--- src/rtl/subsec_alarm_pkg.sv ---
// Shared constants and types for the sub-second alarm matcher.
// Assumes the bus data width equals the counter width.
package subsec_alarm_pkg;
    localparam int N_ALARM      = 2;
    localparam int ALIAS_W      = 15;
    localparam int WIDTH_LSB    = 24;
    localparam int OFF_CTRL     = 'h18;
    localparam int OFF_STATUS   = 'h1C;
    localparam int OFF_CLEAR    = 'h20;
    localparam int OFF_ALIAS0   = 'h44;
    localparam int OFF_VALUE0   = 'h70;
    localparam int OFF_STRIDE   = 4;

    // Per-alarm write strobes produced by the decoder
    typedef struct packed {
        logic val_we;
        logic alias_we;
        logic clr;
    } alarm_wr_t;
endpackage

--- src/rtl/subsec_width_mask.sv ---
// Turns a compare-width code into a bit mask with the low `width` bits set.
// Assumes width codes above CNT_W mean the full width.
module subsec_width_mask #(
    parameter int CNT_W = 32,
    parameter int MFW   = 6
) (
    input  logic [MFW-1:0]   width,
    output logic [CNT_W-1:0] mask
);
    for (genvar i = 0; i < CNT_W; i++) begin : g_bit
        // Bit i takes part in the compare when the width reaches past it
        assign mask[i] = (int'(width) > i);
    end
endmodule

--- src/rtl/subsec_alarm_unit.sv ---
// One alarm: stored value, compare width, enable, masked compare and sticky flag.
// Assumes the strobes come from subsec_alarm_decode, one cycle wide.
module subsec_alarm_unit
    import subsec_alarm_pkg::*;
#(
    parameter int CNT_W = 32,
    parameter int MFW   = 6
) (
    input  logic             clk,
    input  logic             bkp_rst_n,
    input  logic             sys_rst_n,
    input  logic             init_mode,
    input  logic             cnt_tick,
    input  logic [CNT_W-1:0] cnt,
    input  alarm_wr_t        wr,
    input  logic             ctrl_we,
    input  logic             ctrl_bit,
    input  logic [CNT_W-1:0] wdata,
    output logic             en_q,
    output logic [CNT_W-1:0] val_q,
    output logic [MFW-1:0]   width_q,
    output logic             flag_q
);
    logic             unlocked;
    logic [CNT_W-1:0] mask;
    logic             hit;

    // Configuration may change only while disabled or in init mode
    assign unlocked = !en_q || init_mode;

    subsec_width_mask #(.CNT_W(CNT_W), .MFW(MFW)) u_mask (
        .width (width_q),
        .mask  (mask)
    );

    // Masked compare qualified by the counter update and the enable
    assign hit = cnt_tick && en_q && (((cnt ^ val_q) & mask) == '0);

    // Alarm value and width storage; system reset leaves them alone
    always_ff @(posedge clk) begin
        if (!bkp_rst_n) begin
            val_q   <= '0;
            width_q <= '0;
        end else if (unlocked) begin
            if (wr.val_we) begin
                val_q <= wdata;
            end else if (wr.alias_we) begin
                val_q[ALIAS_W-1:0] <= wdata[ALIAS_W-1:0];
                width_q            <= wdata[WIDTH_LSB +: MFW];
            end
        end
    end

    // Enable bit, cleared by either reset
    always_ff @(posedge clk) begin
        if (!bkp_rst_n || !sys_rst_n) begin
            en_q <= 1'b0;
        end else if (ctrl_we) begin
            en_q <= ctrl_bit;
        end
    end

    // Sticky flag; a fresh match outranks a clear in the same cycle
    always_ff @(posedge clk) begin
        if (!bkp_rst_n || !sys_rst_n) begin
            flag_q <= 1'b0;
        end else if (hit) begin
            flag_q <= 1'b1;
        end else if (wr.clr) begin
            flag_q <= 1'b0;
        end
    end
endmodule

--- src/rtl/subsec_alarm_decode.sv ---
// Address decode for writes and the combinational read mux.
// Assumes CNT_W is wide enough to hold the width field at WIDTH_LSB.
module subsec_alarm_decode
    import subsec_alarm_pkg::*;
#(
    parameter int ADDR_W = 8,
    parameter int CNT_W  = 32,
    parameter int MFW    = 6
) (
    input  logic                           wr_en,
    input  logic [ADDR_W-1:0]              addr,
    input  logic [CNT_W-1:0]               wdata,
    input  logic [N_ALARM-1:0][CNT_W-1:0]  val_q,
    input  logic [N_ALARM-1:0][MFW-1:0]    width_q,
    input  logic [N_ALARM-1:0]             en_q,
    input  logic [N_ALARM-1:0]             flag_q,
    output alarm_wr_t [N_ALARM-1:0]        wr_s,
    output logic                           ctrl_we,
    output logic [CNT_W-1:0]               rdata
);
    // Write strobes for the shared control register and each alarm
    always_comb begin
        ctrl_we = wr_en && (addr == ADDR_W'(OFF_CTRL));
        for (int i = 0; i < N_ALARM; i++) begin
            wr_s[i].val_we   = wr_en && (addr == ADDR_W'(OFF_VALUE0 + OFF_STRIDE * i));
            wr_s[i].alias_we = wr_en && (addr == ADDR_W'(OFF_ALIAS0 + OFF_STRIDE * i));
            wr_s[i].clr      = wr_en && (addr == ADDR_W'(OFF_CLEAR)) && wdata[i];
        end
    end

    // Read mux; anything not listed returns zero
    always_comb begin
        rdata = '0;
        if (addr == ADDR_W'(OFF_CTRL)) begin
            rdata[N_ALARM-1:0] = en_q;
        end else if (addr == ADDR_W'(OFF_STATUS)) begin
            rdata[N_ALARM-1:0] = flag_q;
        end
        for (int i = 0; i < N_ALARM; i++) begin
            if (addr == ADDR_W'(OFF_VALUE0 + OFF_STRIDE * i)) begin
                rdata = val_q[i];
            end else if (addr == ADDR_W'(OFF_ALIAS0 + OFF_STRIDE * i)) begin
                rdata                    = '0;
                rdata[ALIAS_W-1:0]       = val_q[i][ALIAS_W-1:0];
                rdata[WIDTH_LSB +: MFW]  = width_q[i];
            end
        end
    end
endmodule

--- src/rtl/subsec_alarm_match.sv ---
// Top of the two-alarm binary sub-second matcher.
// Assumes cnt is already in the clk domain and cnt_tick marks its updates.
module subsec_alarm_match
    import subsec_alarm_pkg::*;
#(
    parameter int CNT_W  = 32,
    parameter int ADDR_W = 8,
    parameter int MFW    = 6
) (
    input  logic              clk,
    input  logic              bkp_rst_n,
    input  logic              sys_rst_n,
    input  logic              init_mode,
    input  logic              cnt_tick,
    input  logic [CNT_W-1:0]  cnt,
    input  logic              wr_en,
    input  logic [ADDR_W-1:0] addr,
    input  logic [CNT_W-1:0]  wdata,
    output logic [CNT_W-1:0]  rdata,
    output logic [1:0]        alarm_flag
);
    logic [N_ALARM-1:0][CNT_W-1:0] val_q;
    logic [N_ALARM-1:0][MFW-1:0]   width_q;
    logic [N_ALARM-1:0]            en_q;
    logic [N_ALARM-1:0]            flag_q;
    alarm_wr_t [N_ALARM-1:0]       wr_s;
    logic                          ctrl_we;

    subsec_alarm_decode #(.ADDR_W(ADDR_W), .CNT_W(CNT_W), .MFW(MFW)) u_decode (
        .wr_en   (wr_en),
        .addr    (addr),
        .wdata   (wdata),
        .val_q   (val_q),
        .width_q (width_q),
        .en_q    (en_q),
        .flag_q  (flag_q),
        .wr_s    (wr_s),
        .ctrl_we (ctrl_we),
        .rdata   (rdata)
    );

    for (genvar i = 0; i < N_ALARM; i++) begin : g_alarm
        subsec_alarm_unit #(.CNT_W(CNT_W), .MFW(MFW)) u_unit (
            .clk       (clk),
            .bkp_rst_n (bkp_rst_n),
            .sys_rst_n (sys_rst_n),
            .init_mode (init_mode),
            .cnt_tick  (cnt_tick),
            .cnt       (cnt),
            .wr        (wr_s[i]),
            .ctrl_we   (ctrl_we),
            .ctrl_bit  (wdata[i]),
            .wdata     (wdata),
            .en_q      (en_q[i]),
            .val_q     (val_q[i]),
            .width_q   (width_q[i]),
            .flag_q    (flag_q[i])
        );
    end

    assign alarm_flag = flag_q;
endmodule

--- config.mk ---
export PLATFORM = sky130hd
export DESIGN_NAME = subsec_alarm_match
export DESIGN_NICKNAME = d
export VERILOG_FILES = /design/src/rtl/subsec_alarm_pkg.sv /design/src/rtl/subsec_width_mask.sv /design/src/rtl/subsec_alarm_unit.sv /design/src/rtl/subsec_alarm_decode.sv /design/src/rtl/subsec_alarm_match.sv
export SDC_FILE = /design/constraint.sdc
export NUM_CORES = 1
export LEC_CHECK = 0
export CAP_MARGIN = 20
export CORE_MARGIN = 2
export CORE_UTILIZATION = 45
export CTS_CLUSTER_SIZE = 40
export DETAILED_ROUTE_END_ITERATION = 12
export PLACE_DENSITY = 0.74
export SLEW_MARGIN = 5
export SYNTH_ARGS = -nofsm -noshare
export SYNTH_HDL_FRONTEND = slang
export SYNTH_SLANG_ARGS = --single-unit
export TNS_END_PERCENT = 20
--- constraint.sdc ---
create_clock -name clk -period 3.1 [get_ports clk]
set_input_delay 0.31 -clock clk [delete_from_list [all_inputs] [get_ports clk]]
set_output_delay 0.31 -clock clk [all_outputs]
set_load 0.01 [all_outputs]
After elaboration in Yosys (flattened, before gate mapping)
Index checks and enable logic that the tools add are counted.
{"block": "classes", "magnitude_cmp": 64, "n_eq_ne": 7, "muxes": 14, "bitwise": 6, "n_reduce_logical": 31}
{"op": "$gt 6x5->1 const B", "count": 32}
{"op": "$gt 6x4->1 const B", "count": 16}
{"op": "$mux 32", "count": 3}
{"op": "$and 32x32->32", "count": 2}
{"op": "$logic_not 32->1", "count": 2}
{"op": "$xor 32x32->32", "count": 2}
{"op": "$mux 15", "count": 4}
{"op": "$gt 6x3->1 const B", "count": 8}
{"op": "$eq 8x7->1 const B", "count": 4}
{"op": "$mux 30", "count": 1}
{"op": "$gt 6x1->1 const B", "count": 4}
{"op": "$gt 6x2->1 const B", "count": 4}
{"op": "$eq 8x5->1 const B", "count": 2}
{"op": "$logic_and 1x1->1", "count": 12}
{"op": "$eq 8x6->1 const B", "count": 1}
{"op": "$reduce_and 2->1", "count": 4}
{"op": "$reduce_bool 2->1", "count": 4}
{"op": "$reduce_and 3->1", "count": 2}
{"op": "$logic_not 1->1", "count": 4}
{"op": "$mux 1", "count": 4}
{"op": "$mux 2", "count": 2}
{"op": "$logic_or 1x1->1", "count": 3}
{"op": "$not 1->1", "count": 2}
{"block": "word_totals", "reg_bits": 80}

Longest topological paths before layout
Gate-level depths: netlist of the first run.
{"block": "logic_depth", "ltp_word": 7, "mapped_depth": 9, "ltp_nobuf": 6}

Modules after synthesis
A second synthesis of the first run with hierarchy kept.
{"block": "hier_totals", "cells_unflattened": 672, "area_unflattened_um2": 5303.8}
{"mod": "subsec_alarm_unit", "instances": 2, "cells_per_inst": 223, "area_per_inst_um2": 1923.1}
{"mod": "subsec_alarm_decode", "instances": 1, "cells_per_inst": 104, "area_per_inst_um2": 802.0}
{"mod": "subsec_width_mask", "instances": 2, "cells_per_inst": 61, "area_per_inst_um2": 327.8}

Worst setup path after synthesis of the first run
Ideal clock, no wire load.
{"block": "synth_path", "path_type": "input port to output port", "start": "in addr[7]", "end": "out rdata[20]", "arrival_time_ns": 1.924, "required_time_ns": 2.790, "setup_slack_ns": 0.866, "cell_stages": 5, "path_buffers": 2, "path_cell_list": "or4b_1 buf_2 nor4b_4 clkbuf_1 a22o_1"}
{"block": "synth_between", "elab_chain_len": 4}
{"item": "start, declared", "line": "subsec_alarm_match.sv:17", "text": "input logic [ADDR_W-1:0] addr,"}
{"item": "$eq 8x7->1", "line": "subsec_alarm_decode.sv:40", "text": "if (addr == ADDR_W'(OFF_VALUE0 + OFF_STRIDE * i)) begin"}
{"item": "$mux 32", "line": "subsec_alarm_decode.sv:40"}
{"item": "$mux 32", "line": "subsec_alarm_decode.sv:42", "text": "end else if (addr == ADDR_W'(OFF_ALIAS0 + OFF_STRIDE * i)) begin"}
{"item": "$mux 32 (*)", "line": "subsec_alarm_decode.sv:40"}
{"item": "end, declared", "line": "subsec_alarm_match.sv:19", "text": "output logic [CNT_W-1:0] rdata,"}
Every way passes the cells marked *; elsewhere a longest branch is shown, timed or not.

Worst setup path in the final report of the first run
{"block": "layout_path", "start": "in addr[7]", "end": "out rdata[27]"}
{"block": "layout_between", "elab_chain_len": 5}
{"item": "$eq 8x7->1", "line": "subsec_alarm_decode.sv:42"}
{"item": "$mux 30", "line": "subsec_alarm_decode.sv:42"}
{"item": "$mux 32", "line": "subsec_alarm_decode.sv:40"}
{"item": "$mux 32", "line": "subsec_alarm_decode.sv:42"}
{"item": "$mux 32 (*)", "line": "subsec_alarm_decode.sv:40"}
Marks and branches as above.

==> flow_summary.json, run 1 <==
{
  "status": "completed",
  "synth_top_family_by_area": "simple AND/OR/NAND/NOR gates",
  "max_freq_mhz": 341,
  "crit_start": "addr[7]",
  "rows": 39,
  "reg2reg_depth": 6,
  "drive_above_1_share_pct": 6.31,
  "skew_ns": 0.00784,
  "hold_violations": 0,
  "num_antenna_cells": 0,
  "cp.arrival_ns": 2.62,
  "vias": 5173,
  "cp_cell_sequence": "clkdlybuf4s50_1 -> or4b_4 -> nor2_1 -> and3_1 -> buf_4 -> a222oi_1 -> nand2_1 -> clkdlybuf4s50_1",
  "worst_path_largest_cell_delay_ns": 0.62,
  "cts_made_buffers": 9,
  "startpoint_type": "primary input",
  "grt_antenna_before_repair": 0,
  "grt_max_degree": 80,
  "route.detailed.wl_per_inst_um": 20.0,
  "place_inst": 841,
  "worstPathRequired_ns": 2.79,
  "htreeDepth": 3,
  "p_per_area_nw_per_um2": 356,
  "crit_path_frequent_cell": "clkdlybuf4s50_1",
  "syn_area_per_cell_um2": 8.48,
  "crit_path_end_kind": "output pin",
  "clock_sinks": 80,
  "rr_startpoint": "g_alarm[1].u_unit.width_q[1]",
  "crit_path_end": "rdata[27]",
  "max-slew-margin-rel_pct": 29.7,
  "async_reset_ff_share_pct": 0,
  "io_pins": 112,
  "clk_path_buf_depth": 2,
  "post-cts-setup-buffer-count": 0,
  "drcViolationCount": 0,
  "start_util_pct": 46.0,
  "yosys.area_share.simple_pct": 21.4,
  "synth_xor_area_share_pct": 10.7,
  "muxShareOfSynthArea_pct": 11.2,
  "leakage_nw": 2.29,
  "r2r-end": "g_alarm[1].u_unit.flag_q",
  "period_share_pct": 94.6,
  "grtUsageTotal_pct": 27.6,
  "tns_ns": 0,
  "drv_cap": 0,
  "syn-num-nets": 698,
  "tightest_slew_ns": 1.03,
  "grt-ovfl-total": 0,
  "ys_types": 61,
  "cts_tree": "yes",
  "fp.dieW_um": 112,
  "cts_root_buf": "clkbuf_16",
  "crit_slowest_cell": "or4b_4",
  "wirelength_um": 17100,
  "rsz0062_at_grt": "no",
  "drv_slew": 0,
  "die_h_um": 112,
  "fin_nets": 787,
  "r2r_setup_slack_ns": 0.51,
  "drtAntennaViolNets": 0,
  "period_needed_ns": 2.93,
  "setup_viol": 0,
  "synth_compound_area_share_pct": 20.4,
  "gp_congestion": 0.958,
  "grt_pass1_wl_um": 27600,
  "synth_flop_cell": "dfxtp_1",
  "viasPerCell": 6.04,
  "synth_area_um2": 5260,
  "dr.pass1.iters": 7,
  "synth-adder-area-share_pct": 0.190,
  "port_buffers": 111,
  "stdcell_count": 856,
  "holdCritPathClass": "reg -> reg",
  "yosys_warnings": 0,
  "coreArea_um2": 11400,
  "path_class": "in -> out",
  "drt_first_iter_violations": 661,
  "dp_hpwl_um": 12700,
  "area.growth.synth_to_final_pct": 30.3,
  "die_area_um2": 12600,
  "synth_edf_count": 0,
  "grt_pass1_vias": 5063,
  "clk_pin_slew_ns": 0.06,
  "yosysSeqAreaShare_pct": 30.5,
  "ys_seq_elements": 80,
  "ir_drop_mv": 0.198,
  "clk_latency_ns": 0.35,
  "path_max_fanout": 7,
  "syn_inst": 620
}
flip-flops by register name, summed over array words and instances, names as in the netlist:
name and cells:
g_alarm.u_unit.en_q 2, g_alarm.u_unit.width_q 12, g_alarm.u_unit.val_q 64, g_alarm.u_unit.flag_q 2
worst min path at each step:
stage,start,end,slack (ns),cells after the start
floorplan,sys_rst_n,g_alarm[0].u_unit.en_q,0.45,2
global placement,g_alarm[1].u_unit.val_q[2],g_alarm[1].u_unit.val_q[2],0.48,2
detailed placement,g_alarm[1].u_unit.val_q[12],g_alarm[1].u_unit.val_q[12],0.49,2
CTS,g_alarm[1].u_unit.val_q[12],g_alarm[1].u_unit.val_q[12],0.50,2
global route,g_alarm[1].u_unit.val_q[2],g_alarm[1].u_unit.val_q[2],0.53,2
finish,g_alarm[1].u_unit.val_q[3],g_alarm[1].u_unit.val_q[3],0.50,2
timing repair:
item / CTS / global route
resized for setup: 0 / 1
hold buffers: 0 / 0
endpoints found under the setup margin: 0 / 24
metrics by stage:
step	power (mW)	instance area (um2)	setup WS [ns]	utilization (%)	hold WS, ns
floorplan	1.14	5260	0.866	-	0.454
global placement	1.30	6530	0.102	57.1	0.479
detailed placement	1.30	6530	0.0707	57.1	0.491
CTS	2.44	6850	0.0718	59.9	0.498
global route	2.50	6850	0.0515	60.0	0.531
finish	2.44	6850	0.167	60.0	0.497
Yosys cell counts (all sizes together), types with 4 or more instances:
library cell	number	area share [%]
dfxtp	80	30
a22o	24	4.0
nor2	22	1.6
mux2i	59	11
xor2	34	5.7
o41ai	4	0.67
o21ai	21	2.0
a21boi	22	3.1
nand4b	4	0.67
o21a	5	0.71
buf	12	2.0
and3	5	0.60
nand2	53	3.8
clkbuf	42	3.0
nand4	5	0.60
nor3	4	0.38
o31ai	4	0.57
nand3	24	2.3
nor4bb	4	0.76
a31oi	7	0.83
nand3b	4	0.57
nor4	5	0.88
nor2b	55	6.5
a21oi	28	2.7
xnor2	30	5.0
inv	9	0.64
a222oi	6	1.1
metal layers:
layer | part of all wire, % | GRT usage (%) | vias to the layer above
met5 | 0 | 0 | -
met4 | 3.1 | 10.6 | 0
met3 | 7.8 | 5.29 | 39
met2 | 48 | 45.3 | 261
met1 | 41 | 36.2 | 2465
li1 | - | - | 2408
critical path, delay by kind of cell:
family / cells / cell delay [ns]
buffers and inverters: 3 / 1.15
AND/OR/NAND/NOR: 4 / 1.06
AO/OA/AOI/OAI: 1 / 0.11
report_power, final:
group / leakage, nW / internal (mW) / switching (mW) / total, mW
registers: 0.644 / 1.03 / 0.00220 / 1.03
logic: 1.49 / 0.138 / 0.112 / 0.250
clock network: 0.155 / 0.723 / 0.437 / 1.16
cell type report:
class	count	area, um2
repair buffers	132	1350
inverters	9	33.8
clock inverters	5	81.3
multi-input cells	477	3360
fillers	1004	4570
clock buffers	10	239
flip-flops and latches	80	1600
well taps	143	179
cell families after synthesis:
family | Yosys count
and+or+nand+nor | 202
muxes | 59
DFF | 80
adders and majority gates | 1
buffers and inverters | 63
AOI/OAI and AO/OA | 151
xor gates and xnor gates | 64
cell usage in the layout (no fill, tap or decap), types with 5 or more instances in the layout:
cell type / n
clkdlybuf4s50_1: 110
a21oi_1: 27
buf_12: 7
nor2b_1: 55
buf_4: 14
nand2_1: 53
nand3_1: 24
nor2_1: 22
o21a_1: 5
and3_1: 5
xor2_1: 34
a222oi_1: 6
a22o_1: 24
o21ai_0: 21
a31oi_1: 7
clkbuf_16: 9
dfxtp_1: 80
a21boi_0: 21
mux2i_1: 59
inv_1: 9
xnor2_1: 30
nand4_1: 5
Power figures use the tool's default switching activity.
==> run 2: changes to the inputs <==
SKIP_LAST_GASP = 1   (was default)
SYNTH_HIERARCHICAL = 1   (was default)
==> flow_summary.json, run 2 <==
{
  "synth_area_um2": 5300,
  "yosysSeqAreaShare_pct": 30.2,
  "dp_hpwl_um": 13200,
  "grt_pass1_wl_um": 27800,
  "die_h_um": 113,
  "crit_path_frequent_cell": "clkdlybuf4s50_1",
  "p_sw_share_pct": 24.6,
  "synth_flop_cell": "dfxtp_1",
  "nFillCells": 1037,
  "largest_register_ffs": 64,
  "tns_ns": 0,
  "vias": 5391,
  "cp_cell_sequence": "clkdlybuf4s50_1 -> or4b_1 -> a21oi_2 -> buf_4 -> a22o_1 -> clkdlybuf4s50_1",
  "skew_ns": 0.00879,
  "rows": 39,
  "final_common_cell": "nand2_1",
  "clock_sinks": 80,
  "cp.arrival_ns": 2.65,
  "grt_max_degree": 45,
  "grt_pass1_vias": 5089,
  "yosys_warnings": 6,
  "drt_first_iter_violations": 507,
  "port_buffers": 111,
  "synth_edf_count": 0,
  "viasPerCell": 5.87,
  "crit_path_end_kind": "output pin",
  "drv_slew": 0,
  "period_needed_ns": 2.96,
  "area.growth.synth_to_final_pct": 29.3,
  "fp.dieW_um": 113,
  "rsz0062_at_grt": "no",
  "holdCritPathClass": "reg -> reg",
  "num_antenna_cells": 0,
  "internal_power_mw": 1.79,
  "status": "completed",
  "power.share.sequential_pct": 43.4,
  "path_max_fanout": 13,
  "start_util_pct": 46.3,
  "cts_root_buf": "clkbuf_16",
  "period_share_pct": 95.4,
  "largest_registers": "g_alarm.u_unit/val_q: 64 flops, g_alarm.u_unit/width_q: 12 flops",
  "worst_path_largest_cell_delay_ns": 0.62,
  "syn_area_per_cell_um2": 7.89,
  "regMostFlops": "g_alarm.u_unit/val_q",
  "wirelength_um": 17800,
  "ir_drop_mv": 0.335,
  "dr.pass1.iters": 7,
  "ys_types": 55,
  "path_class": "in -> out",
  "crit_slowest_cell": "or4b_1",
  "cts_made_buffers": 9,
  "place_area_um2": 6550,
  "fin_util_pct": 59.8,
  "stdcell_area_um2": 6860,
  "p_per_area_nw_per_um2": 347,
  "leakage_nw": 2.71,
  "grtUsageTotal_pct": 27.8,
  "max_freq_mhz": 338,
  "switching_power_mw": 0.585,
  "async_reset_ff_share_pct": 0,
  "combPwrFrac_pct": 10.5,
  "coreArea_um2": 11500,
  "synth_area_leaders": "dfxtp_1 (30%), nand2_1 (11%), xor2_1 (11%)",
  "yosysMostFrequentCell": "nand2_1",
  "post-cts-setup-buffer-count": 0,
  "p_clk_share_pct": 46.2,
  "synth_top_cell_by_area": "dfxtp_1",
  "gp_congestion": 0.980,
  "drcViolationCount": 0,
  "clk_pin_slew_ns": 0.06,
  "clk_path_buf_depth": 2,
  "syn_inst": 672,
  "grt_antenna_before_repair": 0,
  "hold_violations": 0,
  "fin_nets": 848,
  "max-slew-margin-rel_pct": 49.3,
  "crit_buf_inv": 3,
  "startpoint_type": "primary input",
  "drive_above_1_share_pct": 6.84,
  "crit_family": "buffers and inverters",
  "synth_top_area_share_pct": 30.2,
  "ys_seq_elements": 80,
  "cts_tree": "yes",
  "setup_viol": 0,
  "route.detailed.wl_per_inst_um": 19.4,
  "grt-ovfl-total": 0,
  "drtAntennaViolNets": 0,
  "yosys-top-cells-count": "nand2_1 (158), dfxtp_1 (80), a21boi_0 (64), xor2_1 (64), a22oi_1 (28)",
  "holdBufCountCts": 0,
  "clk_latency_ns": 0.34,
  "final_cell_mix": "nand2_1 (158), clkdlybuf4s50_1 (110), dfxtp_1 (80)",
  "htreeDepth": 3,
  "setup_ws_ns": 0.143,
  "worstPathRequired_ns": 2.79,
  "die_area_um2": 12700,
  "tightest_slew_ns": 0.758,
  "place_ws_ns": 0.0371,
  "power.total_mw": 2.38,
  "syn-num-nets": 750,
  "io_pins": 112,
  "drv_cap": 0,
  "post_cts_resized": 0
}
[run 2: cell count changes after synthesis, sizes merged, moves of 10 or more]
cell	delta
nand2	+105
mux2i	-45
nor2b	-43
a21boi	+42
xnor2	-30
xor2	+30
a22oi	+25
clkbuf	-19
o21bai	+17
a21oi	-16
nand3	-12
nor2	-10
[run 2: routing by layer]
metal  global-route usage, %  vias to the layer above  share of wire [%]
li1                        -                     2585                  -
met1                    37.9                     2601                 45
met2                    46.4                      186                 48
met3                    3.46                       19                5.0
met4                    7.64                        0                1.5
met5                       0                        -                  0
[run 2: layout make-up]
cell class | count | area [um2] | share of cell area (%)
multi-input cells | 531 | 3440 | 50.2
flip-flops and latches | 80 | 1600 | 23.4
repair buffers | 130 | 1260 | 18.4
clock buffers | 9 | 225 | 3.29
well taps | 143 | 179 | 2.61
clock inverters | 7 | 78.8 | 1.15
inverters | 18 | 67.6 | 0.986
[run 2: worst min-delay path, cell delays in order, from the launching register on]
cell and delay (ns):
dfxtp_1 0.33, nand2_1 0.05, a21boi_0 0.06
[run 2: power by group through the flow]
stage / clock (mW) / sequential, mW / combinational [mW]
floorplan: 0 / 1.05 / 0.0812
global placement: 0 / 1.05 / 0.244
detailed placement: 0 / 1.05 / 0.246
CTS: 1.11 / 1.03 / 0.247
global route: 1.16 / 1.03 / 0.263
finish: 1.10 / 1.03 / 0.249
[run 2: logic make-up after synthesis]
family | count (synthesis) | share of synthesized area (%)
compound gates | 198 | 27.5
xor+xnor | 64 | 10.6
buf+inv | 61 | 5.10
flops | 80 | 30.2
mux | 16 | 3.07
simple gates | 253 | 23.6
[run 2: metrics by stage]
step,cells,hold slack [ns]
global placement,902,0.479
CTS,918,0.493
global route,918,0.515
detailed placement,902,0.484
floorplan,672,0.438
finish,918,0.491
[run 2: final timing paths]
kind,slack (ns),start,cells after the start,to
setup / recovery,0.14,addr[2],6,rdata[11]
hold / removal,0.49,g_alarm[0].u_unit/val_q[11],2,g_alarm[0].u_unit/val_q[11]
setup reg to reg,0.86,g_alarm[0].u_unit/width_q[4],6,g_alarm[0].u_unit/flag_q
hold reg to reg,0.49,g_alarm[0].u_unit/val_q[11],2,g_alarm[0].u_unit/val_q[11]
